--- config.mk ---
export PLATFORM = sky130hd
export DESIGN_NAME = autobaud_gen
export DESIGN_NICKNAME = d
export VERILOG_FILES = /design/src/rtl/autobaud_pkg.sv /design/src/rtl/abg_edge_sync.sv /design/src/rtl/abg_synch_meter.sv /design/src/rtl/abg_tick_gen.sv /design/src/rtl/autobaud_gen.sv
export SDC_FILE = /design/constraint.sdc
export NUM_CORES = 1
export LEC_CHECK = 0
export ABC_AREA = 1
export CAP_MARGIN = 20
export CORE_UTILIZATION = 50
export DETAILED_ROUTE_END_ITERATION = 10
export GPL_ROUTABILITY_DRIVEN = 1
export MAX_ROUTING_LAYER = met4
export PLACE_DENSITY = 0.68
export SETUP_SLACK_MARGIN = 0.15
export SYNTH_ARGS = -nofsm -noshare
export SYNTH_HDL_FRONTEND = slang
export SYNTH_SLANG_ARGS = --single-unit
--- constraint.sdc ---
create_clock -name clk -period 2.3 [get_ports clk]
set_input_delay 0.345 -clock clk [delete_from_list [all_inputs] [get_ports clk]]
set_output_delay 0.345 -clock clk [all_outputs]
set_load 0.01 [all_outputs]
--- src/rtl/autobaud_pkg.sv ---
package autobaud_pkg;
  // 16 strobes per bit times 8 bits in the measured span
  localparam int unsigned FRAC_BITS = 7;
  localparam int unsigned SPAN_FALLS = 5;

  typedef enum logic [1:0] {
    MS_HUNT    = 2'd0,
    MS_MEASURE = 2'd1,
    MS_LOCKED  = 2'd2
  } meter_state_e;
endpackage

--- src/rtl/abg_edge_sync.sv ---
module abg_edge_sync #(
  parameter int unsigned STAGES = 2
) (
  input  logic clk,
  input  logic rst,
  input  logic rx_i,
  output logic fall_o
);
  logic [STAGES:0] shreg;

  always_ff @(posedge clk) begin
    if (rst) shreg <= '1;
    else     shreg <= {shreg[STAGES-1:0], rx_i};
  end

  assign fall_o = shreg[STAGES] & ~shreg[STAGES-1];
endmodule

--- src/rtl/abg_synch_meter.sv ---
module abg_synch_meter
  import autobaud_pkg::*;
#(
  parameter int unsigned MIN_BIT = 16,
  parameter int unsigned MAX_BIT = 1024,
  parameter int unsigned CNT_W   = $clog2(2 * MAX_BIT + 2),
  parameter int unsigned TOT_W   = $clog2(8 * MAX_BIT + 1)
) (
  input  logic             clk,
  input  logic             rst,
  input  logic             restart_i,
  input  logic             fall_i,
  output logic             lock_o,
  output logic [TOT_W-1:0] span_o
);
  localparam logic [CNT_W-1:0] GAP_LO = CNT_W'(2 * MIN_BIT);
  localparam logic [CNT_W-1:0] GAP_HI = CNT_W'(2 * MAX_BIT);
  localparam logic [2:0]       LAST_FALL = 3'(SPAN_FALLS - 1);

  meter_state_e     state;
  logic [CNT_W-1:0] gap_cnt;
  logic [2:0]       falls;
  logic [TOT_W-1:0] tot;
  logic             gap_ok;

  assign gap_ok = (gap_cnt >= GAP_LO) && (gap_cnt <= GAP_HI);
  assign span_o = tot + TOT_W'(gap_cnt);
  assign lock_o = (state == MS_MEASURE) && fall_i && gap_ok &&
                  (falls == LAST_FALL) && !restart_i;

  always_ff @(posedge clk) begin
    if (rst || restart_i) begin
      state   <= MS_HUNT;
      gap_cnt <= '0;
      falls   <= '0;
      tot     <= '0;
    end else begin
      case (state)
        MS_HUNT: begin
          if (fall_i) begin
            state   <= MS_MEASURE;
            gap_cnt <= CNT_W'(1);
            falls   <= 3'd1;
            tot     <= '0;
          end
        end
        MS_MEASURE: begin
          if (fall_i) begin
            if (!gap_ok) begin
              state <= MS_HUNT;
            end else begin
              tot     <= span_o;
              falls   <= falls + 3'd1;
              gap_cnt <= CNT_W'(1);
              if (falls == LAST_FALL) state <= MS_LOCKED;
            end
          end else if (gap_cnt > GAP_HI) begin
            state <= MS_HUNT;
          end else begin
            gap_cnt <= gap_cnt + CNT_W'(1);
          end
        end
        MS_LOCKED: state <= MS_LOCKED;
        default:   state <= MS_HUNT;
      endcase
    end
  end

  // a lock only ever reports a span inside the configured window
  assert_span_in_window_R3: assert property (@(posedge clk) disable iff (rst)
    lock_o |-> (span_o >= TOT_W'(8 * MIN_BIT)) && (span_o <= TOT_W'(8 * MAX_BIT)));

  // the gap counter is abandoned one clock past the longest legal gap
  assert_gap_timeout_R4: assert property (@(posedge clk) disable iff (rst)
    gap_cnt <= GAP_HI + CNT_W'(1));

  // an overdue gap without a fall drops back to hunting
  assert_timeout_hunt_R4: assert property (@(posedge clk) disable iff (rst)
    (state == MS_MEASURE && !fall_i && gap_cnt > GAP_HI) |=> (state == MS_HUNT));
endmodule

--- src/rtl/abg_tick_gen.sv ---
module abg_tick_gen
  import autobaud_pkg::*;
#(
  parameter int unsigned TOT_W = 14
) (
  input  logic             clk,
  input  logic             rst,
  input  logic             restart_i,
  input  logic             lock_i,
  input  logic [TOT_W-1:0] span_i,
  output logic             tick_o,
  output logic             valid_o
);
  localparam int unsigned IW = TOT_W - FRAC_BITS;
  localparam int unsigned TW = IW + 1;

  logic [IW-1:0]        inc_int;
  logic [FRAC_BITS-1:0] inc_frac;
  logic [TW-1:0]        tcnt;
  logic [FRAC_BITS-1:0] facc;
  logic [FRAC_BITS:0]   fsum;

  assign fsum = {1'b0, facc} + {1'b0, inc_frac};

  always_ff @(posedge clk) begin
    if (rst || restart_i) begin
      valid_o  <= 1'b0;
      tick_o   <= 1'b0;
      inc_int  <= '0;
      inc_frac <= '0;
      tcnt     <= '0;
      facc     <= '0;
    end else if (lock_i) begin
      valid_o  <= 1'b1;
      tick_o   <= 1'b0;
      inc_int  <= span_i[TOT_W-1:FRAC_BITS];
      inc_frac <= span_i[FRAC_BITS-1:0];
      tcnt     <= {1'b0, span_i[TOT_W-1:FRAC_BITS]};
      facc     <= span_i[FRAC_BITS-1:0];
    end else if (valid_o) begin
      if (tcnt == TW'(1)) begin
        tick_o <= 1'b1;
        tcnt   <= {1'b0, inc_int} + TW'(fsum[FRAC_BITS]);
        facc   <= fsum[FRAC_BITS-1:0];
      end else begin
        tick_o <= 1'b0;
        tcnt   <= tcnt - TW'(1);
      end
    end else begin
      tick_o <= 1'b0;
    end
  end

  // no strobe without a held rate
  assert_tick_needs_valid_R8: assert property (@(posedge clk) disable iff (rst)
    tick_o |-> valid_o);

  // restart clears both outputs on the edge that samples it
  assert_restart_clears_R7: assert property (@(posedge clk) disable iff (rst)
    restart_i |=> !valid_o && !tick_o);

  // the held rate never changes until a restart
  assert_rate_held_R6: assert property (@(posedge clk) disable iff (rst)
    (valid_o && !restart_i) |=> valid_o && $stable(inc_int) && $stable(inc_frac));

  // a running countdown never reaches zero
  assert_countdown_live_R5: assert property (@(posedge clk) disable iff (rst)
    valid_o |-> (tcnt != '0));

  // a lock always loads a period of at least one clock per strobe
  assert_lock_nonzero_R2: assert property (@(posedge clk) disable iff (rst)
    lock_i |-> (span_i[TOT_W-1:FRAC_BITS] != '0));
endmodule

--- src/rtl/autobaud_gen.sv ---
module autobaud_gen
  import autobaud_pkg::*;
#(
  parameter int unsigned MIN_BIT     = 16,
  parameter int unsigned MAX_BIT     = 1024,
  parameter int unsigned SYNC_STAGES = 2
) (
  input  logic clk,
  input  logic rst,
  input  logic rxd_i,
  input  logic restart_i,
  output logic tick_o,
  output logic baud_valid_o
);
  localparam int unsigned CNT_W = $clog2(2 * MAX_BIT + 2);
  localparam int unsigned TOT_W = $clog2(8 * MAX_BIT + 1);

  logic             fall;
  logic             lock;
  logic [TOT_W-1:0] span;

  abg_edge_sync #(
    .STAGES(SYNC_STAGES)
  ) u_sync (
    .clk   (clk),
    .rst   (rst),
    .rx_i  (rxd_i),
    .fall_o(fall)
  );

  abg_synch_meter #(
    .MIN_BIT(MIN_BIT),
    .MAX_BIT(MAX_BIT),
    .CNT_W  (CNT_W),
    .TOT_W  (TOT_W)
  ) u_meter (
    .clk      (clk),
    .rst      (rst),
    .restart_i(restart_i),
    .fall_i   (fall),
    .lock_o   (lock),
    .span_o   (span)
  );

  abg_tick_gen #(
    .TOT_W(TOT_W)
  ) u_tick (
    .clk      (clk),
    .rst      (rst),
    .restart_i(restart_i),
    .lock_i   (lock),
    .span_i   (span),
    .tick_o   (tick_o),
    .valid_o  (baud_valid_o)
  );

  // reset leaves the block silent
  assert_reset_quiet_R1: assert property (@(posedge clk)
    rst |=> !baud_valid_o && !tick_o);
endmodule

# [Word level (Yosys, flattened, before mapping)]
# Index checks and enable logic that the tools add are counted.
[totals] reg_bits=65 output_inout_bits=2
[classes] reduce_logical=17 eq_ne=11 n_mux=26 bitwise=3 n_addsub=6 n_lt_le_gt_ge=3
[ops] op="$mux 12" count=4
[ops] op="$mux 14" count=3
[ops] op="$mux 7" count=5
[ops] op="$pmux 14 s2" count=1
[ops] op="$pmux 12 s2" count=1
[ops] op="$add 14x12->14" count=1
[ops] op="$add 12x1->12 const B" count=1
[ops] op="$ge 12x6->1 const B" count=1
[ops] op="$gt 12x12->1 const B" count=1
[ops] op="$le 12x12->1 const B" count=1
[ops] op="$mux 2" count=5
[ops] op="$mux 3" count=3
[ops] op="$add 7x1->8" count=1
[ops] op="$add 7x7->8" count=1
[ops] op="$eq 8x1->1 const B" count=1
[ops] op="$mux 8" count=1
[ops] op="$reduce_and 4->1" count=2
[ops] op="$sub 8x1->8 const B" count=1
[ops] op="$ne 2x1->1 const B" count=3
[ops] op="$ne 3x2->1 const B" count=2
[ops] op="$pmux 2 s3" count=1
[ops] op="$pmux 3 s2" count=1
[ops] op="$reduce_bool 2->1" count=3
[ops] op="$logic_and 1x1->1" count=5
[ops] op="other kinds (16)" count=17

# [Depth between registers and ports, before layout]
# Gate-level depths: netlist of the first run.
[depth] word_depth=8 ltp_mapped=17 depth_no_buf=17

# [Modules after synthesis]
# A second synthesis of the first run with hierarchy kept.
[hier_totals] cells_unflattened=689 hier_area_um2=4484.3
[modules_own_cells] module="abg_synch_meter" seq_area_each_um2=620.6 area_each_um2=2509.9 cells_per_inst=399 n_inst=1
[modules_own_cells] module="abg_tick_gen" seq_area_each_um2=620.6 area_each_um2=1880.6 cells_per_inst=278 n_inst=1
[modules_own_cells] module="abg_edge_sync" seq_area_each_um2=60.1 area_each_um2=93.8 cells_per_inst=12 n_inst=1

# [Worst setup path before layout of the first run]
# No wires, ideal clock.
[synth_path] kind="register to register" start="register u_tick.facc[2]" end="register u_tick.tcnt[4]" setup_ns=0.115 required_ns=2.185 stages_incl_launch_ff=15 arrival_time_ns=2.222 setup_slack_ns=-0.038 synth_period_minus_slack_ns=2.338 path_buffers=0 path_cell_list="dfxtp_1 -> ha_1 -> a21oi_1 -> or2_2 -> nand3_1 -> a21oi_1 -> o21bai_1 -> ha_1 -> ha_1 -> nand3_1 -> nor2_1 -> nand3b_1 -> nand2_1 -> o21ai_2 -> a21oi_2"
[synth_between] elab_chain_len=5
[synth_rtl] element="start, declared" line="abg_tick_gen.sv:20" source="logic [FRAC_BITS-1:0] facc;"
[synth_rtl] element="start signal, assigned" line="abg_tick_gen.sv:39" source="facc <= span_i[FRAC_BITS-1:0];"
[synth_rtl] element="start signal, assigned" line="abg_tick_gen.sv:44" source="facc <= fsum[FRAC_BITS-1:0];"
[synth_rtl] element="$add 7x7->8" line="abg_tick_gen.sv:23" source="assign fsum = {1'b0, facc} + {1'b0, inc_frac};"
[synth_rtl] element="$add 7x1->8" line="abg_tick_gen.sv:43" source="tcnt <= {1'b0, inc_int} + TW'(fsum[FRAC_BITS]);"
[synth_rtl] element="$mux 8" line="abg_tick_gen.sv:41" source="if (tcnt == TW'(1)) begin"
[synth_rtl] element="$mux 7" line="abg_tick_gen.sv:40" source="end else if (valid_o) begin"
[synth_rtl] element="$mux 7" line="abg_tick_gen.sv:33" source="end else if (lock_i) begin"
[synth_rtl] element="end signal, assigned" line="abg_tick_gen.sv:38" source="tcnt <= {1'b0, span_i[TOT_W-1:FRAC_BITS]};"
[synth_rtl] element="end signal, assigned" line="abg_tick_gen.sv:43"
[synth_rtl] element="end signal, assigned" line="abg_tick_gen.sv:47" source="tcnt <= tcnt - TW'(1);"
[synth_rtl] element="end, declared" line="abg_tick_gen.sv:19" source="logic [TW-1:0] tcnt;"
# Every way passes these cells. The select of a mux whose other input is x is not followed.
# A chain may end at the register's enable or synchronous reset.

# [Final worst setup path of the first run]
[layout_path] start="register u_tick.inc_frac[2]" end="register u_tick.tcnt[4]"
[layout_between] elab_chain_len=5
[layout_rtl] element="start, declared" line="abg_tick_gen.sv:18" source="logic [FRAC_BITS-1:0] inc_frac;"
[layout_rtl] element="start signal, assigned" line="abg_tick_gen.sv:37" source="inc_frac <= span_i[FRAC_BITS-1:0];"
[layout_rtl] element="$add 7x7->8" line="abg_tick_gen.sv:23"
[layout_rtl] element="$add 7x1->8" line="abg_tick_gen.sv:43"
[layout_rtl] element="$mux 8" line="abg_tick_gen.sv:41"
[layout_rtl] element="$mux 7" line="abg_tick_gen.sv:40"
[layout_rtl] element="$mux 7" line="abg_tick_gen.sv:33"
# Every way passes these cells. The select of a mux whose other input is x is not followed.

==> results_dict.tcl, run 1 <==
set metrics [dict create \
    status "complete, but fails checks" \
    violations "setup timing" \
    syn2layout_area_growth_pct 12.6 \
    n_antenna_cell 0 \
    slew_headroom_pct 65.7 \
    pwr-share-seq_pct 54.7 \
    num_vias 4326 \
    irDropWorstVdd_uv 192 \
    wl_per_cell_um 13.5 \
    whs_endpoint "u_sync.shreg[1]" \
    synthesis.instances 681 \
    utilization_pct 57.9 \
    r2r.worst_path.cells 14 \
    synth_ff_type "dfxtp_1" \
    worst_path_most_repeated_cell "a21oi_2" \
    detail_route.iter0.violations 159 \
    crit_arrival_ns 2.60 \
    maxCapViolations 0 \
    synthSimpleGateAreaFrac_pct 39.5 \
    hpwl_mm 8.06 \
    power.density_nw_per_um2 411 \
    die_x_um 96.5 \
    skew_ns 0.0161 \
    setup_viol 2 \
    async_flop_share_pct 0 \
    boundaryPins 6 \
    crit_fanout 3 \
    syn_avg_cell_area_um2 6.55 \
    cp-end-kind "flop" \
    clock_sinks 65 \
    tritoncts "done" \
    synth_fa_ha_area_share_pct 8.47 \
    holdPathStages 1 \
    synth_top_area_share_pct 29.2 \
    fin_area_um2 5030 \
    cts_buffers 9 \
    path_delay_family "simple AND/OR/NAND/NOR gates" \
    yosys-top-cells-area "dfxtp_1, nand2_1, nand3_1" \
    path_class "reg2reg" \
    die_area_um2 9310 \
    gp_congestion 0.906 \
    slowest_delay_ns 0.34 \
    design.core.area_um2 8680 \
    syn_area_um2 4460 \
    r2r-end "u_tick.tcnt[4]" \
    synth_nets 714 \
    gr-total-overflow 0 \
    drtAntennaViolNets 0 \
    ys_types 40 \
    worst_slack_ns -0.0702 \
    viasPerCell 5.26 \
    dp_slack_ns -0.0618 \
    synth_seq_area_share_pct 29.2 \
    tightest_slew_ns 0.514 \
    synth-edff-count 0 \
    power.total_mw 2.07 \
    slowest_stage "dfxtp_2" \
    firstDrtPassIters 5 \
    period_share_pct 103 \
    crit_path_cell_trace "ha_4, a21oi_2, or2_4, nand3_2, a21oi_2, o21bai_1, ha_2, ha_4, nand3_4, nor2_4, nand3b_1, nand2_1, o21ai_2, a21oi_2" \
    drc 0 \
    portBuffers 5 \
    yosys_warnings 0 \
    synth_compound_area_share_pct 10.6 \
    combPwrFrac_pct 3.5 \
    r2r-start "u_tick.inc_frac[2]" \
    dpl-instance-area_um2 4710 \
    hp-class "reg2reg" \
    mostFrequentLayoutCell "nand2_1" \
    clockBufferDepth 2 \
    layout_common_cells "nand2_1, inv_1, nand3_1, nor2_1, dfxtp_1" \
    synth_mux_area_share_pct 0 \
    htreeDepth 3 \
    std_cell_rows 34 \
    antenna_found_initial 0 \
    hold_viol_final 0 \
    nets 742 \
    reg2reg_setup_slack_ns -0.07 \
    drive_gt1_share_pct 15.1 \
    placed_cells 792 \
    fin_cells 822 \
    fmax_mhz 422 \
    die_h_um 96.5 \
    grt_use_total_pct 26.0 \
    leakage_nw 2.29 \
    required_ns 2.53 \
    initial_core_util_pct 51.4 \
    rsz0062_at_grt "true" \
    layout_min_cycle_time_ns 2.37 \
    grt_max_degree 31 \
    grt_pass1_wl_mm 18.1 \
    netSwitchingPower_mw 0.529 \
    synth_top_cell_by_area "dfxtp_1" \
    clkPwrFrac_pct 41.8 \
    grt_pass1_vias 3858 \
    synth-seq-cells 65 \
    min_from "u_sync.shreg[0]" \
    p_int_mw 1.54 \
    start_kind "flop" \
    fin_hold_ws_ns 0.417 \
    wl_mm 11.1 \
    tns_ns -0.102 \
    synth_top_family_by_area "simple AND/OR/NAND/NOR gates" \
    clk_latency_ns 0.35 \
    synth-xor-area-share_pct 1.96 \
    drv_slew 0 \
    path_buf_inv 0 \
    swShare_pct 25.6 \
    clkTransAtPathRegs_ns 0.08 \
    cts_root_buf "clkbuf_8" \
]
-- synth_stat cells (4+ instances only) --
master    instances
a21oi_1          42
a21oi_2           4
buf_4             4
buf_6             5
dfxtp_1          65
ha_1             27
inv_1            75
nand2_1         206
nand2_2           7
nand3_1          70
nand4_1          21
nor2_1           64
nor2_2            4
o21ai_0          17
o21ai_1           9
o21bai_1          5
or2_2             6
xnor2_1           4
xor2_1            6
-- per-layer routing --
metal | vias to the layer above | GRT usage, % | routed length, um
met5 | - | - | 0
met4 | 0 | 6.86 | 116
met3 | 14 | 5.09 | 406
met2 | 70 | 41.9 | 5280
met1 | 1974 | 33.2 | 5250
li1 | 2268 | - | -
-- final cells by class --
cell class              count  area [um^2]
well taps                 108          135
flip-flops and latches     65         1310
multi-input cells         518         2820
clock inverters             7         46.3
repair buffers             34          280
clock buffers               9          124
inverters                  81          312
fillers                   834         3650
-- state kept, by name (all words and copies together) (netlist names) --
register and cells:
u_sync.shreg 3, u_meter.state 2, u_tick.inc_frac 7, u_meter.falls 3, u_tick.tcnt 8, u_meter.tot 14, u_meter.gap_cnt 12, u_tick.facc 7
u_tick.valid_o 1, u_tick.inc_int 7, u_tick.tick_o 1
-- worst max-delay path by stage --
stage | start | endpoint | slack [ns] | cells past startpoint
floorplan | u_tick.inc_frac[3] | u_tick.tcnt[4] | 0.11 | 14
global placement | u_tick.inc_frac[4] | u_tick.tcnt[6] | -0.02 | 16
detailed placement | u_tick.facc[4] | u_tick.tcnt[4] | -0.06 | 14
CTS | u_tick.inc_frac[2] | u_tick.tcnt[6] | -0.02 | 16
global route | u_tick.inc_frac[2] | u_tick.tcnt[4] | -0.17 | 14
finish | u_tick.inc_frac[2] | u_tick.tcnt[4] | -0.07 | 14
-- cell families (layout without fill, tap and decap cells) --
kind of cell               count (synthesis)  in the layout
and+or+nand+nor                          394            394
AOI/OAI and AO/OA                         85             85
adders and majority gates                 29             29
DFF                                       65             65
buffers and inverters                     98            131
xor gates and xnor gates                  10             10
-- power by group through the flow --
stage	Sequential (mW)	Combinational, mW	Clock (mW)
after floorplan	1.16	0.0462	0
after global placement	1.16	0.0721	0
after detailed placement	1.16	0.0719	0
after CTS	1.13	0.0722	0.892
after global routing	1.13	0.0784	0.948
final	1.13	0.0724	0.865
-- timing repair --
| action | 4_1_cts | 5_1_grt |
|---|---|---|
| endpoints found under the setup margin | 7 | 13 |
| pin swaps | 20 | 14 |
| hold buffers | 0 | 0 |
| buffers inserted | 11 | 3 |
| gates resized for setup | 3 | 8 |
(Power assumes the default switching activity.)
==> run 2, diff against run 1 <==
- SLEW_MARGIN: not set -> 5
==> results of run 2 <==
Same layout as run 1: the final DEF is identical, and so are final timing and power.
==> run 3, diff against run 2 <==
- CAP_MARGIN: 20 -> not set
- PLACE_DENSITY: 0.68 -> not set
- PLACE_DENSITY_LB_ADDON: not set -> 0.08
- TNS_END_PERCENT: not set -> 20
==> run 3 against run 2 <==
Core utilization decreased by 0.91 points. Non-clock buffer count fell by 13. Count of clock-buffer cells in the layout did not move. Largest cell class unchanged. Global-route usage fell by 0.37 points. First-iteration DRC count down 1.3%. Sequential share of layout area rose by 0.39 points. Register-to-register slack improved by 0.06 ns. Total power increased by 4.9%. Critical path type unchanged. The run still ends with setup timing left.
==> results_dict.tcl, run 3 (same netlist as run 1, synthesis figures left out) <==
set metrics [dict create \
    status "complete, but fails checks" \
    violations "setup timing" \
    hold_viol_final 0 \
    pwr-share-seq_pct 52.1 \
    combPwrFrac_pct 3.3 \
    firstDrtPassIters 4 \
    largestRegisters "u_meter.tot x14, u_meter.gap_cnt x12, u_tick.tcnt x8" \
    grt_use_total_pct 25.6 \
    cts_root_buf "clkbuf_8" \
    maxCapViolations 0 \
    tightest_slew_ns 0.456 \
    r2r.worst_path.cells 16 \
    cts_buffers 9 \
    largest-register "u_meter.tot" \
    utilization_pct 57.0 \
    required_ns 2.59 \
    worst_slack_ns -0.00580 \
    grt_pass1_vias 3782 \
    fmax_mhz 434 \
    irDropWorstVdd_uv 271 \
    syn2layout_area_growth_pct 10.9 \
    setup_viol 1 \
    clockBufferDepth 2 \
    postCtsHoldBufs 0 \
    clkTransAtPathRegs_ns 0.08 \
    clkPwrFrac_pct 44.6 \
    crit_arrival_ns 2.60 \
    clock_sinks 65 \
    fin_area_um2 4950 \
    die_x_um 96.5 \
    nets 729 \
    initial_core_util_pct 51.4 \
    period_share_pct 100 \
    hp-class "reg2reg" \
    htreeDepth 3 \
    cp-end-kind "flop" \
    netSwitchingPower_mw 0.522 \
    drc 0 \
    die_area_um2 9310 \
    power.total_mw 2.17 \
    num_vias 4227 \
    portBuffers 5 \
    antenna_found_initial 0 \
    design.core.area_um2 8680 \
    wl_per_cell_um 13.3 \
    slew_headroom_pct 69.6 \
    placed_cells 792 \
    grt_max_degree 27 \
    grt_pass1_wl_mm 17.8 \
    viasPerCell 5.22 \
    detail_route.iter0.violations 157 \
    gp_congestion 0.893 \
    std_cell_rows 34 \
    hpwl_mm 8.10 \
    clk_latency_ns 0.35 \
    layout_common_cells "nand2_1, inv_1, nand3_1, nor2_1, dfxtp_1" \
    die_h_um 96.5 \
    boundaryPins 6 \
    start_kind "flop" \
    drtAntennaViolNets 0 \
    n_antenna_cell 0 \
    power.density_nw_per_um2 438 \
    tritoncts "done" \
    layout_min_cycle_time_ns 2.31 \
    largest_reg_flops 14 \
    fin_cells 809 \
    gr-total-overflow 0 \
    crit_fanout 4 \
    wl_mm 10.7 \
    drv_slew 0 \
    fillers 859 \
    holdPathStages 1 \
    rsz0062_at_grt "true" \
    dpl-instance-area_um2 4710 \
    p_int_mw 1.65 \
    path_class "reg2reg" \
    drive_gt1_share_pct 13.0 \
    leakage_nw 2.23 \
    mostFrequentLayoutCell "nand2_1" \
    skew_ns 0.0120 \
    swShare_pct 24.1 \
]
[run 3: power groups by stage]
stage / combinational (mW) / clock [mW] / sequential (mW)
global route: 0.0783 / 1.05 / 1.13
global placement: 0.0718 / 0 / 1.16
CTS: 0.0724 / 1.00 / 1.13
finish: 0.0723 / 0.966 / 1.13
detailed placement: 0.0723 / 0 / 1.16
floorplan: 0.0462 / 0 / 1.16
[run 3: per-stage QoR]
stage | setup slack (ns) | hold WS, ns | setup TNS [ns]
global placement | -0.0267 | 0.391 | -0.0579
finish | -0.00580 | 0.424 | -0.00580
global route | -0.171 | 0.450 | -0.905
floorplan | 0.107 | 0.389 | 0
CTS | -0.0191 | 0.435 | -0.0433
detailed placement | -0.0644 | 0.416 | -0.157
[run 3: critical path, stage by stage, from the launching register on]
cell and delay (ns):
dfxtp_2 0.34, ha_4 0.28, nand2_2 0.05, or2_4 0.25
nand3_2 0.07, a21oi_2 0.05, o21bai_1 0.20, ha_2 0.24
ha_4 0.15, nand3_4 0.08, nor2_4 0.11, nand2_1 0.05
nand2_1 0.05, nand3_1 0.06, a21oi_1 0.12, nand2_1 0.07
nand3_1 0.06
[run 3: final timing paths]
kind | slack (ns) | from | end
worst max-delay path | -0.006 | u_tick.inc_frac[4] | u_tick.tcnt[6]
worst min-delay path | 0.42 | u_sync.shreg[0] | u_sync.shreg[1]
worst max register to register | -0.006 | u_tick.inc_frac[4] | u_tick.tcnt[6]
worst min register to register | 0.42 | u_sync.shreg[0] | u_sync.shreg[1]
[run 3: repair_timing]
item,4_1_cts,5_1_grt
pin swaps,11,4
setup endpoints to repair,7,9
setup buffers,1,0
gates resized for setup,1,8
[run 3: final cells by class]
class	count	area (um^2)	share of cell area (%)
multi-input combinational	518	2820	56.9
sequential	65	1310	26.4
inverter	81	312	6.30
timing repair buffer	21	183	3.69
tap	108	135	2.73
clock buffer	9	124	2.50
clock inverter	7	71.3	1.44
[run 3: metal layers]
| layer | track usage (%) | share of wire [%] | wire [um] | vias to the layer above |
|---|---|---|---|---|
| met5 | - | 0 | 0 | - |
| met4 | 9.07 | 1.9 | 202 | 0 |
| met3 | 3.76 | 2.4 | 253 | 19 |
| met2 | 39.9 | 46 | 4930 | 49 |
| met1 | 33.7 | 50 | 5360 | 1924 |
| li1 | - | - | - | 2235 |
